**src/rtl/mbist_pkg.sv**
```systemverilog
package mbist_pkg;
  localparam int NUM_PHASES = 6;
  localparam int PHASE_W    = 3;

  typedef enum logic [3:0] {
    ST_IDLE, ST_FILL, ST_SCAN, ST_WBASE, ST_WALK,
    ST_GA, ST_GB, ST_RESTORE, ST_DONE
  } step_e;

  typedef enum logic [1:0] {K_SOLID, K_WALK, K_GALLOP} kind_e;

  function automatic kind_e phase_kind(logic [PHASE_W-1:0] p);
    case (p)
      3'd0, 3'd1: return K_SOLID;
      3'd2, 3'd3: return K_WALK;
      default:    return K_GALLOP;
    endcase
  endfunction
endpackage

```
**src/rtl/mbist_seq.sv**
```systemverilog
module mbist_seq
  import mbist_pkg::*;
#(
  parameter int AW = 3,
  parameter int DW = 8
) (
  input  logic               clk_i,
  input  logic               rst_ni,
  input  logic               start_i,
  output logic [AW-1:0]      addr_o,
  output logic [DW-1:0]      wdata_o,
  output logic               we_o,
  output logic               rd_o,
  output logic [DW-1:0]      exp_o,
  output logic [PHASE_W-1:0] phase_o,
  output logic               done_o,
  output logic               clr_o
);
  step_e              step_q;
  logic [PHASE_W-1:0] phase_q;
  logic [AW-1:0]      a_q, b_q;
  logic [DW-1:0]      bg, inv;
  logic               a_last, b_last, ph_last;
  kind_e              kind;

  // odd phases run over a ones background
  assign bg      = phase_q[0] ? {DW{1'b1}} : {DW{1'b0}};
  assign inv     = ~bg;
  assign a_last  = (a_q == {AW{1'b1}});
  assign b_last  = (b_q == {AW{1'b1}});
  assign ph_last = (phase_q == PHASE_W'(NUM_PHASES-1));
  assign kind    = phase_kind(phase_q);
  assign clr_o   = start_i && (step_q == ST_IDLE || step_q == ST_DONE);
  assign done_o  = (step_q == ST_DONE);
  assign phase_o = phase_q;

  always_comb begin
    addr_o  = a_q;
    wdata_o = bg;
    we_o    = 1'b0;
    rd_o    = 1'b0;
    exp_o   = bg;
    case (step_q)
      ST_FILL:    we_o = 1'b1;
      ST_SCAN:    rd_o = 1'b1;
      ST_WBASE:   begin we_o = 1'b1; addr_o = b_q; wdata_o = inv; end
      ST_WALK,
      ST_GA:      begin rd_o = 1'b1; exp_o = (a_q == b_q) ? inv : bg; end
      ST_GB:      begin rd_o = 1'b1; addr_o = b_q; exp_o = inv; end
      ST_RESTORE: begin we_o = 1'b1; addr_o = b_q; end
      default: ;
    endcase
  end

  always_ff @(posedge clk_i or negedge rst_ni) begin
    if (!rst_ni) begin
      step_q  <= ST_IDLE;
      phase_q <= '0;
      a_q     <= '0;
      b_q     <= '0;
    end else begin
      case (step_q)
        ST_IDLE, ST_DONE: if (start_i) begin
          step_q  <= ST_FILL;
          phase_q <= '0;
          a_q     <= '0;
          b_q     <= '0;
        end
        ST_FILL: begin
          a_q <= a_q + 1'b1;
          b_q <= '0;
          if (a_last) step_q <= (kind == K_SOLID) ? ST_SCAN : ST_WBASE;
        end
        ST_WBASE: begin
          a_q    <= '0;
          step_q <= (kind == K_WALK) ? ST_WALK : ST_GA;
        end
        ST_WALK: begin
          a_q <= a_q + 1'b1;
          if (a_last) step_q <= ST_RESTORE;
        end
        ST_GA: step_q <= ST_GB;
        ST_GB: begin
          a_q    <= a_q + 1'b1;
          step_q <= a_last ? ST_RESTORE : ST_GA;
        end
        ST_SCAN, ST_RESTORE: begin
          if (step_q == ST_SCAN) a_q <= a_q + 1'b1;
          else                   b_q <= b_q + 1'b1;
          if ((step_q == ST_SCAN && a_last) || (step_q == ST_RESTORE && b_last)) begin
            a_q <= '0;
            if (ph_last) step_q <= ST_DONE;
            else begin
              phase_q <= phase_q + 1'b1;
              step_q  <= ST_FILL;
            end
          end else if (step_q == ST_RESTORE) begin
            step_q <= ST_WBASE;
          end
        end
        default: step_q <= ST_IDLE;
      endcase
    end
  end
endmodule

```
**src/rtl/mbist_cmp.sv**
```systemverilog
module mbist_cmp #(
  parameter int AW = 3,
  parameter int DW = 8,
  parameter int PW = 3
) (
  input  logic          clk_i,
  input  logic          rst_ni,
  input  logic          clr_i,
  input  logic          rd_i,
  input  logic [DW-1:0] exp_i,
  input  logic [AW-1:0] addr_i,
  input  logic [PW-1:0] phase_i,
  input  logic [DW-1:0] rdata_i,
  output logic          fail_o,
  output logic [AW-1:0] fail_addr_o,
  output logic [PW-1:0] fail_phase_o
);
  logic          pend_v;
  logic [DW-1:0] pend_exp;
  logic [AW-1:0] pend_addr;
  logic [PW-1:0] pend_phase;
  logic          mism;

  assign mism = pend_v && (rdata_i != pend_exp);

  // tag travels with the read through the RAM latency
  always_ff @(posedge clk_i or negedge rst_ni) begin
    if (!rst_ni) begin
      pend_v     <= 1'b0;
      pend_exp   <= '0;
      pend_addr  <= '0;
      pend_phase <= '0;
    end else begin
      pend_v     <= rd_i && !clr_i;
      pend_exp   <= exp_i;
      pend_addr  <= addr_i;
      pend_phase <= phase_i;
    end
  end

  always_ff @(posedge clk_i or negedge rst_ni) begin
    if (!rst_ni) begin
      fail_o       <= 1'b0;
      fail_addr_o  <= '0;
      fail_phase_o <= '0;
    end else if (clr_i) begin
      fail_o       <= 1'b0;
      fail_addr_o  <= '0;
      fail_phase_o <= '0;
    end else if (mism && !fail_o) begin
      fail_o       <= 1'b1;
      fail_addr_o  <= pend_addr;
      fail_phase_o <= pend_phase;
    end
  end
endmodule

```
**src/rtl/mbist_ctrl.sv**
```systemverilog
module mbist_ctrl
  import mbist_pkg::*;
#(
  parameter int AW = 3,
  parameter int DW = 8
) (
  input  logic               clk_i,
  input  logic               rst_ni,
  input  logic               start_i,
  output logic [AW-1:0]      ram_addr_o,
  output logic [DW-1:0]      ram_wdata_o,
  output logic               ram_we_o,
  input  logic [DW-1:0]      ram_rdata_i,
  output logic               done_o,
  output logic               fail_o,
  output logic [AW-1:0]      fail_addr_o,
  output logic [PHASE_W-1:0] fail_phase_o
);
  logic               rd, clr;
  logic [DW-1:0]      exp_w;
  logic [PHASE_W-1:0] phase;

  mbist_seq #(.AW(AW), .DW(DW)) u_seq (
    .clk_i   (clk_i),
    .rst_ni  (rst_ni),
    .start_i (start_i),
    .addr_o  (ram_addr_o),
    .wdata_o (ram_wdata_o),
    .we_o    (ram_we_o),
    .rd_o    (rd),
    .exp_o   (exp_w),
    .phase_o (phase),
    .done_o  (done_o),
    .clr_o   (clr)
  );

  mbist_cmp #(.AW(AW), .DW(DW), .PW(PHASE_W)) u_cmp (
    .clk_i        (clk_i),
    .rst_ni       (rst_ni),
    .clr_i        (clr),
    .rd_i         (rd),
    .exp_i        (exp_w),
    .addr_i       (ram_addr_o),
    .phase_i      (phase),
    .rdata_i      (ram_rdata_i),
    .fail_o       (fail_o),
    .fail_addr_o  (fail_addr_o),
    .fail_phase_o (fail_phase_o)
  );
endmodule

```
**config.mk**
```make
export PLATFORM = sky130hd
export DESIGN_NAME = mbist_ctrl
export DESIGN_NICKNAME = d
export VERILOG_FILES = /design/src/rtl/mbist_pkg.sv /design/src/rtl/mbist_seq.sv /design/src/rtl/mbist_cmp.sv /design/src/rtl/mbist_ctrl.sv
export SDC_FILE = /design/constraint.sdc
export NUM_CORES = 1
export LEC_CHECK = 0
export ABC_AREA = 1
export BUFFER_PORTS_ARGS = -buffer_cell sky130_fd_sc_hd__buf_4
export CAP_MARGIN = 5
export CORE_MARGIN = 3
export CORE_UTILIZATION = 30
export DETAILED_ROUTE_END_ITERATION = 10
export GPL_TIMING_DRIVEN = 0
export SYNTH_ARGS = -nofsm -noshare
export SYNTH_HDL_FRONTEND = slang
export SYNTH_SLANG_ARGS = --single-unit
```
**constraint.sdc**
```tcl
create_clock -name clk_i -period 3.4 [get_ports clk_i]
set_input_delay 0.17 -clock clk_i [delete_from_list [all_inputs] [get_ports clk_i]]
set_output_delay 0.17 -clock clk_i [all_outputs]
set_load 0.01 [all_outputs]
```
=== After elaboration in Yosys (flattened, before gate mapping) ===
Cells that the tools add are included.

* Flip-flop bits (word level): 35
* Input bits: 11
* Output and inout bits: 20
* Word-level logic and storage cells: 103

* Add/sub/neg operators: 3
* Equality and inequality tests: 25
* Mux-type cells: 33
* Bitwise operators: 1
* Reduce and logical (&&, ||, !) cells: 30

{| class="wikitable"
|+ Operator list
! kind !! number
|-
| $mux W3 || 11
|-
| $pmux W4 S7 || 1
|-
| $mux W4 || 6
|-
| $mux W8 || 3
|-
| $eq A4 B3 Y1 const B || 4
|-
| $pmux W8 S2 || 1
|-
| $pmux W3 S4 || 1
|-
| $reduce_or A2 Y1 || 5
|-
| $add A3 B1 Y3 const B || 3
|-
| $eq A3 B3 Y1 const B || 3
|-
| $pmux W3 S3 || 1
|-
| $reduce_or A3 Y1 || 3
|-
| $eq A4 B2 Y1 const B || 2
|-
| $ne A8 B8 Y1 || 1
|-
| $not A8 Y8 || 1
|-
| $reduce_and A4 Y1 || 2
|-
| $eq A3 B2 Y1 const B || 2
|-
| $logic_and A1 B1 Y1 || 6
|-
| $mux W1 || 6
|-
| $ne A2 B1 Y1 const B || 3
|-
| $ne A2 B2 Y1 const B || 3
|-
| $ne A3 B1 Y1 const B || 2
|-
| $pmux W3 S2 || 1
|-
| $reduce_and A3 Y1 || 2
|-
| 16 further kinds || 19
|}

=== Longest topological paths before layout ===
Gate-level depths: netlist of run 1.

* Depth after elaboration: 7
* Gate-level depth with buffers: 9
* Depth with buffers taken out: 9

=== By module ===
From an unflattened synthesis of run 1, not the netlist that was laid out.

* Cells, all modules: 270
* Area total of the unflattened synthesis: 2092.0 µm²

{| class="wikitable"
|+ By module, submodules not included
! module !! instances !! cells each !! area each (µm²) !! sequential area each (µm²)
|-
| mbist_seq || 1 || 179 || 1224.9 || 325.3
|-
| mbist_cmp || 1 || 91 || 867.1 || 550.5
|}

=== Worst setup path before layout of run 1 ===
OpenSTA, ideal clock, no wires.

* Kind: reg-to-output
* Start point: register u_seq.step_q[3]
* End point: output port ram_wdata_o[1]
* Arrival: 1.447 ns
* Required time: 3.230 ns
* Slack: 1.783 ns
* Stages on the path, launching flop included: 5
* Path buffers: 1
* Cell sequence: dfrtp_1 -> nor2_4 -> nand2_1 -> xor2_1 -> buf_4

* Word-level cells in the longest chain between the ends: 2

{| class="wikitable"
|+ Ends and longest elaborated chain
! element !! RTL line !! source
|-
| start, declared || mbist_seq.sv:19 || <nowiki>step_e step_q;</nowiki>
|-
| start signal, assigned || mbist_seq.sv:72 || <nowiki>if (a_last) step_q <= (kind == K_SOLID) ? ST_SCAN : ST_WBASE;</nowiki>
|-
| start signal, assigned || mbist_seq.sv:76 || <nowiki>step_q <= (kind == K_WALK) ? ST_WALK : ST_GA;</nowiki>
|-
| start signal, assigned || mbist_seq.sv:85 || <nowiki>step_q <= a_last ? ST_RESTORE : ST_GA;</nowiki>
|-
| $eq A4 B2 Y1 || mbist_seq.sv:43 || <nowiki>case (step_q)</nowiki>
|-
| $mux W8 || mbist_seq.sv:43 ||
|-
| end, declared || mbist_ctrl.sv:11 || <nowiki>output logic [DW-1:0] ram_wdata_o,</nowiki>
|}

Every way passes these cells.

=== Worst setup path after layout of run 1 ===
* Start point: register u_seq.step_q[3]
* End point: output port ram_wdata_o[2]

The elaborated chain is that of the path after synthesis.

==> flow_summary.yaml, run 1 <==
sta:
  worst_slew_pin_slew_ns: 0.508
  rsz0062_at_grt: "no"
  final_hold_viol_count: 0
  setup_tns_ns: 0
  fin_skew_ns: 0.00533
  fmax_mhz: 486
  hold_ws_ns: 0.274
  post-route-min-period_ns: 2.06
  slew_violations: 0
  relSlewSlack_pct: 66.0
  setup_violations: 0
  timing.final.crit_share_pct: 60.5
logic_synthesis:
  ys_warn_count: 0
  ys.flop_type: "dfrtp_1"
  synth-async-reset-ratio_pct: 100
  synth_edf_count: 0
  seq_area_frac_synth_pct: 39.2
  ys_types: 25
  synth_seq_cells: 28
  synth_area_per_cell_um2: 7.90
  syn-num-nets: 246
  syn_area_mm2: 0.00179
  syn_inst: 226
placement:
  place.gp.congestion: 0.824
  portBuffers: 30
  post_dp_cell_area_mm2: 0.00210
  dp_hpwl_mm: 3.01
floorplanning:
  num_io_pins: 31
  placementRows: 27
  coreArea_mm2: 0.00564
  die_h_um: 83.1
  initial_core_util_pct: 31.6
  die_width_um: 83.1
  die_area_mm2: 0.00691
setup_path:
  worstPathArrival_ns: 1.89
  critPathLaunchType: "register"
  path_max_fanout: 8
  cp-end-kind: "output port"
  path_class: "reg2out"
  worstPathRequired_ns: 3.23
clock_network:
  clk_path_buf_depth: 2
  post_cts_resized: 0
  cts_tree: "done"
  insertion_delay_ns: 0.28
  numCtsBuffers: 3
  clk_pin_slew_ns: 0.10
  clock-root-buffer: "clkbuf_8"
  cts_max_level: 1
  clock_sinks: 28
power_and_ir_drop:
  pwr-share-seq_pct: 28.1
  total_power_uw: 1760
  vdd_drop_max_mv: 0.319
  p_leak_uw: 0.00122
  power_frac_clock_pct: 15.0
  powerDensity_mw_per_mm2: 806
  p_int_uw: 978
  switching_power_uw: 780
  sw_frac_of_total_pct: 44.4
  combPwrFrac_pct: 56.8
grt:
  antenna_found_initial: 0
  overflow: 0
  track_usage_pct: 11.8
  grt_max_degree: 29
  grt_pass1_vias: 1474
  grt_pass1_wl_mm: 6.95
route:
  wl_per_cell_um: 11.4
  final_antenna_net_count: 0
  drt_first_pass_iters: 4
  drt-initial-drc-count: 59
  route.vias.total: 1483
  drc: 0
  routed_wl_mm: 3.78
  avgViaCountPerCell: 4.45
run_status:
  status: "finished clean"
layout:
  fin_util_pct: 38.7
  drive_gt1_share_pct: 25.7
  antenna_cells: 0
  final_cell_mix: "70 x nand2_1, 38 x buf_4, 28 x dfrtp_1"
  multiInputGateArea_um2: 916
  layout_commonest_cell: "nand2_1"
  regArea_um2: 701
  design_area_mm2: 0.00218
  syn_to_final_growth_pct: 22.2
  layout.nets: 282
  nFillCells: 596
worst_hold_path:
  min_path_type: "in2reg"
flow_run:
  drv_cap: 0
-- through the flow --
stage,instances,worst slack (ns)
global placement,328,1.66
global route,333,1.18
finish,333,1.34
detailed placement,328,1.63
floorplan,226,1.78
CTS,333,1.30
-- cells by family after synthesis --
logic type                 Yosys count  synth area share (%)
adders and majority gates            9                  6.31
buffers and inverters               37                  9.46
xor gates and xnor gates             4                  1.96
AOI/OAI and AO/OA                   14                  4.35
and+or+nand+nor                    134                  38.7
DFF                                 28                  39.2
-- path summary, 6_finish.rpt --
check	start	to	slack, ns	cells past startpoint
worst max-delay path	u_seq.step_q[3]	ram_wdata_o[2]	1.34	5
worst min-delay path	start_i	u_cmp.fail_phase_o[0]	0.27	4
worst max register to register	u_seq.step_q[3]	u_cmp.pend_addr[0]	1.87	4
worst min register to register	u_seq.phase_o[1]	u_cmp.pend_phase[1]	0.48	0
max in group asynchronous	rst_ni	u_cmp.pend_phase[0]	2.79	2
min in group asynchronous	rst_ni	u_cmp.fail_addr_o[1]	0.34	2
-- flip-flops by register name (all words and copies together) (netlist names) --
signal	count
u_cmp.pend_addr	3
u_cmp.pend_phase	3
u_cmp.fail_phase_o	3
u_seq.phase_o	3
u_seq.a_q	3
u_seq.step_q	4
u_cmp.pend_exp	1
u_cmp.pend_v	1
u_cmp.fail_addr_o	3
u_cmp.fail_o	1
u_seq.b_q	3
-- routing by layer --
layer  vias to the layer above  track usage (%)  routed length [um]
met4                         0             1.78                  19
li1                        789                -                   -
met1                       664             16.0                1740
met2                        28             19.2                1820
met5                         -                0                   0
met3                         2             3.37                 201
-- final cells by class --
class,count,share of cell area [%]
multi-input combinational,161,42.0
sequential,28,32.1
tap,72,4.13
buffer,8,2.75
clock buffer,3,1.89
clock inverter,1,1.38
timing repair buffer,31,10.8
inverter,29,4.99
-- critical path, stage by stage (launching register included) --
cell     delay (ns)
dfrtp_1        0.49
nor2_4         0.23
nand2_1        0.14
xor2_1         0.44
buf_4          0.20
buf_4          0.11
-- repair_timing --
action / in CTS / in global routing
hold buffers: 1 / 0
endpoints found under the setup margin: 0 / 0
endpoints found under the hold margin: 28 / 0
buffers inserted: 0 / 0
-- power by group through the flow --
| stage | clock, uW | combinational, uW | sequential [uW] |
|---|---|---|---|
| after floorplan | 0 | 702 | 498 |
| after global placement | 0 | 1000 | 501 |
| after detailed placement | 0 | 1010 | 503 |
| after CTS | 279 | 1010 | 496 |
| after global routing | 289 | 1140 | 511 |
| final | 264 | 999 | 494 |
-- cell usage after synthesis, types with 5 or more instances --
library cell	n	area [um^2]
nand3_1	12	60.1
buf_4	8	60.1
nand4_1	13	81.3
inv_1	24	90.1
dfrtp_1	28	701
inv_2	5	18.8
nand2_1	70	263
ha_1	9	113
a21oi_1	6	30.0
nor2_1	18	67.6
No activity file was read; power rests on OpenSTA's default activity.
==> run 2, diff against run 1 <==
==> constraint.sdc (replaced) <==
create_clock -name clk_i -period 1.7 [get_ports clk_i]
set_input_delay 0.085 -clock clk_i [delete_from_list [all_inputs] [get_ports clk_i]]
set_output_delay 0.085 -clock clk_i [all_outputs]
set_load 0.01 [all_outputs]
==> run 2 against run 1 <==
  * Sequential power grew 100%
  * Register-to-register slack lost 1.7 ns
  * Setup slack lost 1.3 ns
  * Power grew 120%
  * Clock skew grew 0.0020 ns
  * Combinational power grew 130%
  * Core utilization grew 2.6 points
  * Non-clock buffer count grew 9
  * Global-route usage grew 0.42 points
  * Critical path type unchanged
  * Highest routed layer unchanged
==> flow_summary.yaml, run 2 (synthesis results as in run 1) <==
power_and_ir_drop:
  p_leak_uw: 0.00128
  vdd_drop_max_mv: 0.697
  powerDensity_mw_per_mm2: 1630
route:
  avgViaCountPerCell: 4.49
  drc: 0
  drt_first_pass_iters: 4
  wl_per_cell_um: 11.7
  route.vias.total: 1537
  final_antenna_net_count: 0
  routed_wl_mm: 4.01
  drt-initial-drc-count: 58
sta:
  timing.final.crit_share_pct: 97.3
  setup_violations: 0
  relSlewSlack_pct: 72.3
  post-route-min-period_ns: 1.65
  worst_slew_pin_slew_ns: 0.414
  fin_skew_ns: 0.00732
  fmax_mhz: 605
  slew_violations: 0
  final_hold_viol_count: 0
  setup_tns_ns: 0
  rsz0062_at_grt: "yes"
floorplanning:
  die_h_um: 83.1
  initial_core_util_pct: 31.6
  die_width_um: 83.1
  num_io_pins: 31
  coreArea_mm2: 0.00564
  die_area_mm2: 0.00691
  placementRows: 27
layout:
  final_cell_mix: "67 x nand2_1, 44 x buf_4, 25 x dfrtp_1"
  syn_to_final_growth_pct: 30.6
  regMostFlops: "u_seq.step_q"
  layout_commonest_cell: "nand2_1"
  drive_gt1_share_pct: 33.0
  largest_reg_flops: 4
  layout.nets: 291
  antenna_cells: 0
  design_area_mm2: 0.00233
  fin_util_pct: 41.3
setup_path:
  cp_common_cell: "buf_4"
  cp-end-kind: "output port"
  cp_num_buf_inv: 3
  path_class: "reg2out"
  path_max_fanout: 8
  critPathLaunchType: "register"
  worstPathArrival_ns: 1.57
  worstPathRequired_ns: 1.62
  crit_path_cell_trace: "buf_6, nor2_4, nand2_4, xor2_4, buf_4, buf_4"
  critPathSlowestCell: "dfrtp_2"
  max_stage_delay_ns: 0.44
  path_delay_family: "flip-flops"
clock_network:
  clock_sinks: 28
  numCtsBuffers: 3
  clk_pin_slew_ns: 0.10
  cts_tree: "done"
  clk_path_buf_depth: 2
  clock-root-buffer: "clkbuf_8"
  cts_max_level: 1
  insertion_delay_ns: 0.28
flow_run:
  drv_cap: 0
placement:
  dp_hpwl_mm: 3.01
  portBuffers: 30
  post_dp_cell_area_mm2: 0.00210
  place.gp.congestion: 0.824
grt:
  grt_max_degree: 29
  grt_pass1_wl_mm: 7.18
  overflow: 0
  track_usage_pct: 12.3
  antenna_found_initial: 0
  grt_pass1_vias: 1516
worst_hold_path:
  min_path_type: "in2reg"
run_status:
  status: "finished clean"
## run 2: cell types whose count changed in the layout (fill, tap and decap cells not counted), moves of 3 or more
cell,change
nand2_1,-3
buf_6,+3
buf_4,+6
dfrtp_2,+3
dfrtp_1,-3
## run 2: where the power goes
| part | leakage, uW | switching, uW | internal [uW] |
|---|---|---|---|
| clock network | 0.0000357 | 216 | 316 |
| logic | 0.000880 | 1320 | 959 |
| registers | 0.000368 | 148 | 845 |
## run 2: layout make-up
cell class / count / area [um^2]
clock buffers: 3 / 41.3
multi-input cells: 161 / 982
fillers: 581 / 3310
flip-flops and latches: 28 / 704
clock inverters: 1 / 30.0
repair buffers: 40 / 310
plain buffers: 8 / 63.8
well taps: 72 / 90.1
inverters: 29 / 109
## run 2: path summary, 6_finish.rpt
path                                  start                    end  slack, ns  cells past startpoint
min in group asynchronous            rst_ni   u_cmp.fail_addr_o[1]       0.25                      2
max in group asynchronous            rst_ni        u_seq.step_q[0]       1.15                      2
min reg2reg                u_seq.phase_o[1]    u_cmp.pend_phase[1]       0.48                      0
max                         u_seq.step_q[3]         ram_wdata_o[4]       0.05                      6
min                                 start_i  u_cmp.fail_phase_o[0]       0.20                      4
max reg2reg                 u_seq.step_q[3]           u_seq.a_q[0]       0.15                     10
## run 2: what timing repair did
action,4_1_cts,5_1_grt
cloned,0,0
gates resized for setup,11,10
pin swaps,2,1
endpoints found under the setup margin,11,11
hold buffers,1,0
hold endpoints to repair,28,0
setup buffers,6,3
## run 2: tightest hold or removal path: stages
cell	delay, ns
buf_4	0.09
nand2_1	0.10
nand4_1	0.11
nand2_1	0.05
## run 2: routing by layer
layer / track usage, % / vias to the layer above / share of wire (%)
met1: 16.3 / 706 / 46
met5: 0 / - / 0
met4: 1.78 / 0 / 0.47
met3: 3.37 / 2 / 4.3
li1: - / 807 / -
met2: 20.3 / 22 / 49
## run 2: metrics by stage
| step | instances | power, uW | worst slack (ns) | hold slack [ns] |
|---|---|---|---|---|
| 2_1_floorplan | 226 | 2400 | 0.168 | -0.211 |
| 3_3_place_gp | 328 | 3000 | 0.0452 | 0.0236 |
| 3_5_place_dp | 328 | 3020 | 0.0189 | 0.0280 |
| 4_1_cts | 339 | 3730 | 0.0142 | 0.179 |
| 5_1_grt | 342 | 4170 | -0.0488 | 0.213 |
| 6_report | 342 | 3810 | 0.0459 | 0.197 |
==> run 3, diff against run 2 <==
--- a/config.mk
+++ b/config.mk
@@ -8,10 +8,13 @@
 export ABC_AREA = 1
 export BUFFER_PORTS_ARGS = -buffer_cell sky130_fd_sc_hd__buf_4
 export CAP_MARGIN = 5
+export CELL_PAD_IN_SITES_DETAIL_PLACEMENT = 1
+export CELL_PAD_IN_SITES_GLOBAL_PLACEMENT = 1
 export CORE_MARGIN = 3
 export CORE_UTILIZATION = 30
 export DETAILED_ROUTE_END_ITERATION = 10
 export GPL_TIMING_DRIVEN = 0
+export PLACE_DENSITY_LB_ADDON = 0.1
 export SYNTH_ARGS = -nofsm -noshare
 export SYNTH_HDL_FRONTEND = slang
 export SYNTH_SLANG_ARGS = --single-unit
==> run 3 against run 2 <==
  * Critical path depth is the same
  * Die area unchanged
  * Clock-buffer cell count is the same
  * Sequential cell count did not move
  * First-iteration DRC count up 16%
  * Wire length increased by 11%
  * Design area is 2.1% lower
  * Worst hold slack got worse by 0.012 ns
  * Highest routed layer unchanged
==> flow_summary.yaml, run 3 (synthesis results as in run 1) <==
run_status:
  status: "finished clean"
clock_network:
  clk_pin_slew_ns: 0.09
  clock-root-buffer: "clkbuf_8"
  cts_tree: "done"
  cts_max_level: 1
  insertion_delay_ns: 0.28
  clock_sinks: 28
  clk_path_buf_depth: 2
  numCtsBuffers: 3
grt:
  track_usage_pct: 14.0
  grt_pass1_wl_mm: 8.02
  overflow: 0
  grt_pass1_vias: 1636
  grt_max_degree: 29
  antenna_found_initial: 0
power_and_ir_drop:
  power_frac_clock_pct: 10.3
  vdd_drop_max_mv: 0.486
  combPwrFrac_pct: 61.7
  powerDensity_mw_per_mm2: 1560
  p_int_uw: 1920
  pwr-share-seq_pct: 28.0
  sw_frac_of_total_pct: 46.3
  p_leak_uw: 0.00126
  switching_power_uw: 1650
floorplanning:
  num_io_pins: 31
  die_h_um: 83.1
  coreArea_mm2: 0.00564
  die_width_um: 83.1
  initial_core_util_pct: 31.6
  die_area_mm2: 0.00691
  placementRows: 27
route:
  routed_wl_mm: 4.46
  wl_per_cell_um: 13.1
  avgViaCountPerCell: 4.57
  drt_first_pass_iters: 3
  route.vias.total: 1553
  drt-initial-drc-count: 67
  drc: 0
  final_antenna_net_count: 0
layout:
  antenna_cells: 0
  layout.nets: 290
  regMostFlops: "u_seq.step_q"
  drive_gt1_share_pct: 32.1
  layout_commonest_cell: "nand2_1"
  largest_reg_flops: 4
  syn_to_final_growth_pct: 27.8
  final_cell_mix: "68 x nand2_1, 46 x buf_4, 24 x dfrtp_1"
  design_area_mm2: 0.00228
setup_path:
  critPathLaunchType: "register"
  crit_path_cell_trace: "nand2_4, inv_4, nand2_4, xor2_4, buf_4, buf_4"
  worstReg2RegStart: "u_seq.step_q[3]"
  timing.reg2reg.setup_slack_ns: 0.15
  max_stage_delay_ns: 0.47
  path_delay_family: "flip-flops"
  r2r_end: "u_seq.b_q[2]"
  cp-end-kind: "output port"
  rr_worst_depth: 7
  startpoint: "u_seq.step_q[1]"
  worst-path-stages: 6
  path_class: "reg2out"
  cp_num_buf_inv: 3
  critPathSlowestCell: "dfrtp_2"
  worstPathArrival_ns: 1.55
  worstPathRequired_ns: 1.62
  crit_end: "ram_wdata_o[7]"
  path_max_fanout: 8
placement:
  place.gp.congestion: 0.779
  portBuffers: 30
  post_dp_cell_area_mm2: 0.00210
  dp_hpwl_mm: 3.58
worst_hold_path:
  whs_path_depth: 4
  min_path_type: "in2reg"
sta:
  relSlewSlack_pct: 71.1
  timing.final.crit_share_pct: 96.1
  worst_slew_pin_slew_ns: 0.432
  rsz0062_at_grt: "yes"
  fmax_mhz: 612
  setup_violations: 0
  fin_skew_ns: 0.00502
  setup_tns_ns: 0
  slew_violations: 0
  final_hold_viol_count: 0
  post-route-min-period_ns: 1.63
flow_run:
  drv_cap: 0
-- run 3: worst min path at each step --
stage | start | end | slack (ns)
after floorplan | rst_ni | u_cmp.fail_addr_o[0] | -0.21
after global placement | rst_ni | u_cmp.fail_addr_o[2] | 0.03
after detailed placement | rst_ni | u_cmp.fail_addr_o[2] | 0.04
after CTS | start_i | u_cmp.fail_addr_o[0] | 0.19
after global routing | start_i | u_cmp.fail_phase_o[1] | 0.22
final | start_i | u_cmp.fail_phase_o[0] | 0.19
-- run 3: power groups by stage --
stage	clock network [uW]	registers [uW]	logic (uW)
CTS	386	1000	2190
global route	417	1030	2480
global placement	0	1010	2020
floorplan	0	996	1400
finish	366	1000	2200
detailed placement	0	1020	2040
-- run 3: per-layer routing --
metal	routed length, um	up-vias	track usage (%)	part of all wire, %
li1	-	804	-	-
met1	2150	721	19.4	48
met2	2110	23	22.5	47
met3	148	5	2.48	3.3
met4	50	0	3.57	1.1
met5	0	-	0	0
-- run 3: per-stage QoR --
step           cells  total power [uW]  hold slack, ns  worst slack [ns]  util (%)
2_1_floorplan    226              2400          -0.211             0.168         -
3_3_place_gp     328              3040          0.0336           -0.0416      37.2
3_5_place_dp     328              3060          0.0351           -0.0579      37.2
4_1_cts          335              3570           0.186            0.0178      39.5
5_1_grt          340              3930           0.220           -0.0399      40.4
6_report         340              3570           0.185            0.0670      40.4
-- run 3: worst register-to-register path, stage by stage, from the launching register on --
cell and delay [ns]:
dfrtp_2 0.46, nor2_4 0.15, buf_4 0.17, nand2_1 0.11
nor2_1 0.27, o21ai_2 0.11, inv_1 0.09, o21ai_0 0.08
-- run 3: cell type report --
| class | instances | area [um^2] |
|---|---|---|
| multi-input cells | 161 | 973 |
| plain buffers | 8 | 60.1 |
| flip-flops and latches | 28 | 706 |
| well taps | 72 | 90.1 |
| repair buffers | 39 | 295 |
| fillers | 718 | 3360 |
| inverters | 29 | 115 |
| clock buffers | 3 | 41.3 |
-- run 3: what timing repair did --
| action | in CTS | in global routing |
|---|---|---|
| setup buffers | 3 | 5 |
| hold buffers | 1 | 0 |
| endpoints found under the hold margin | 28 | 0 |
| resized for setup | 11 | 7 |
| setup endpoints to repair | 11 | 14 |
| pin swaps | 3 | 3 |
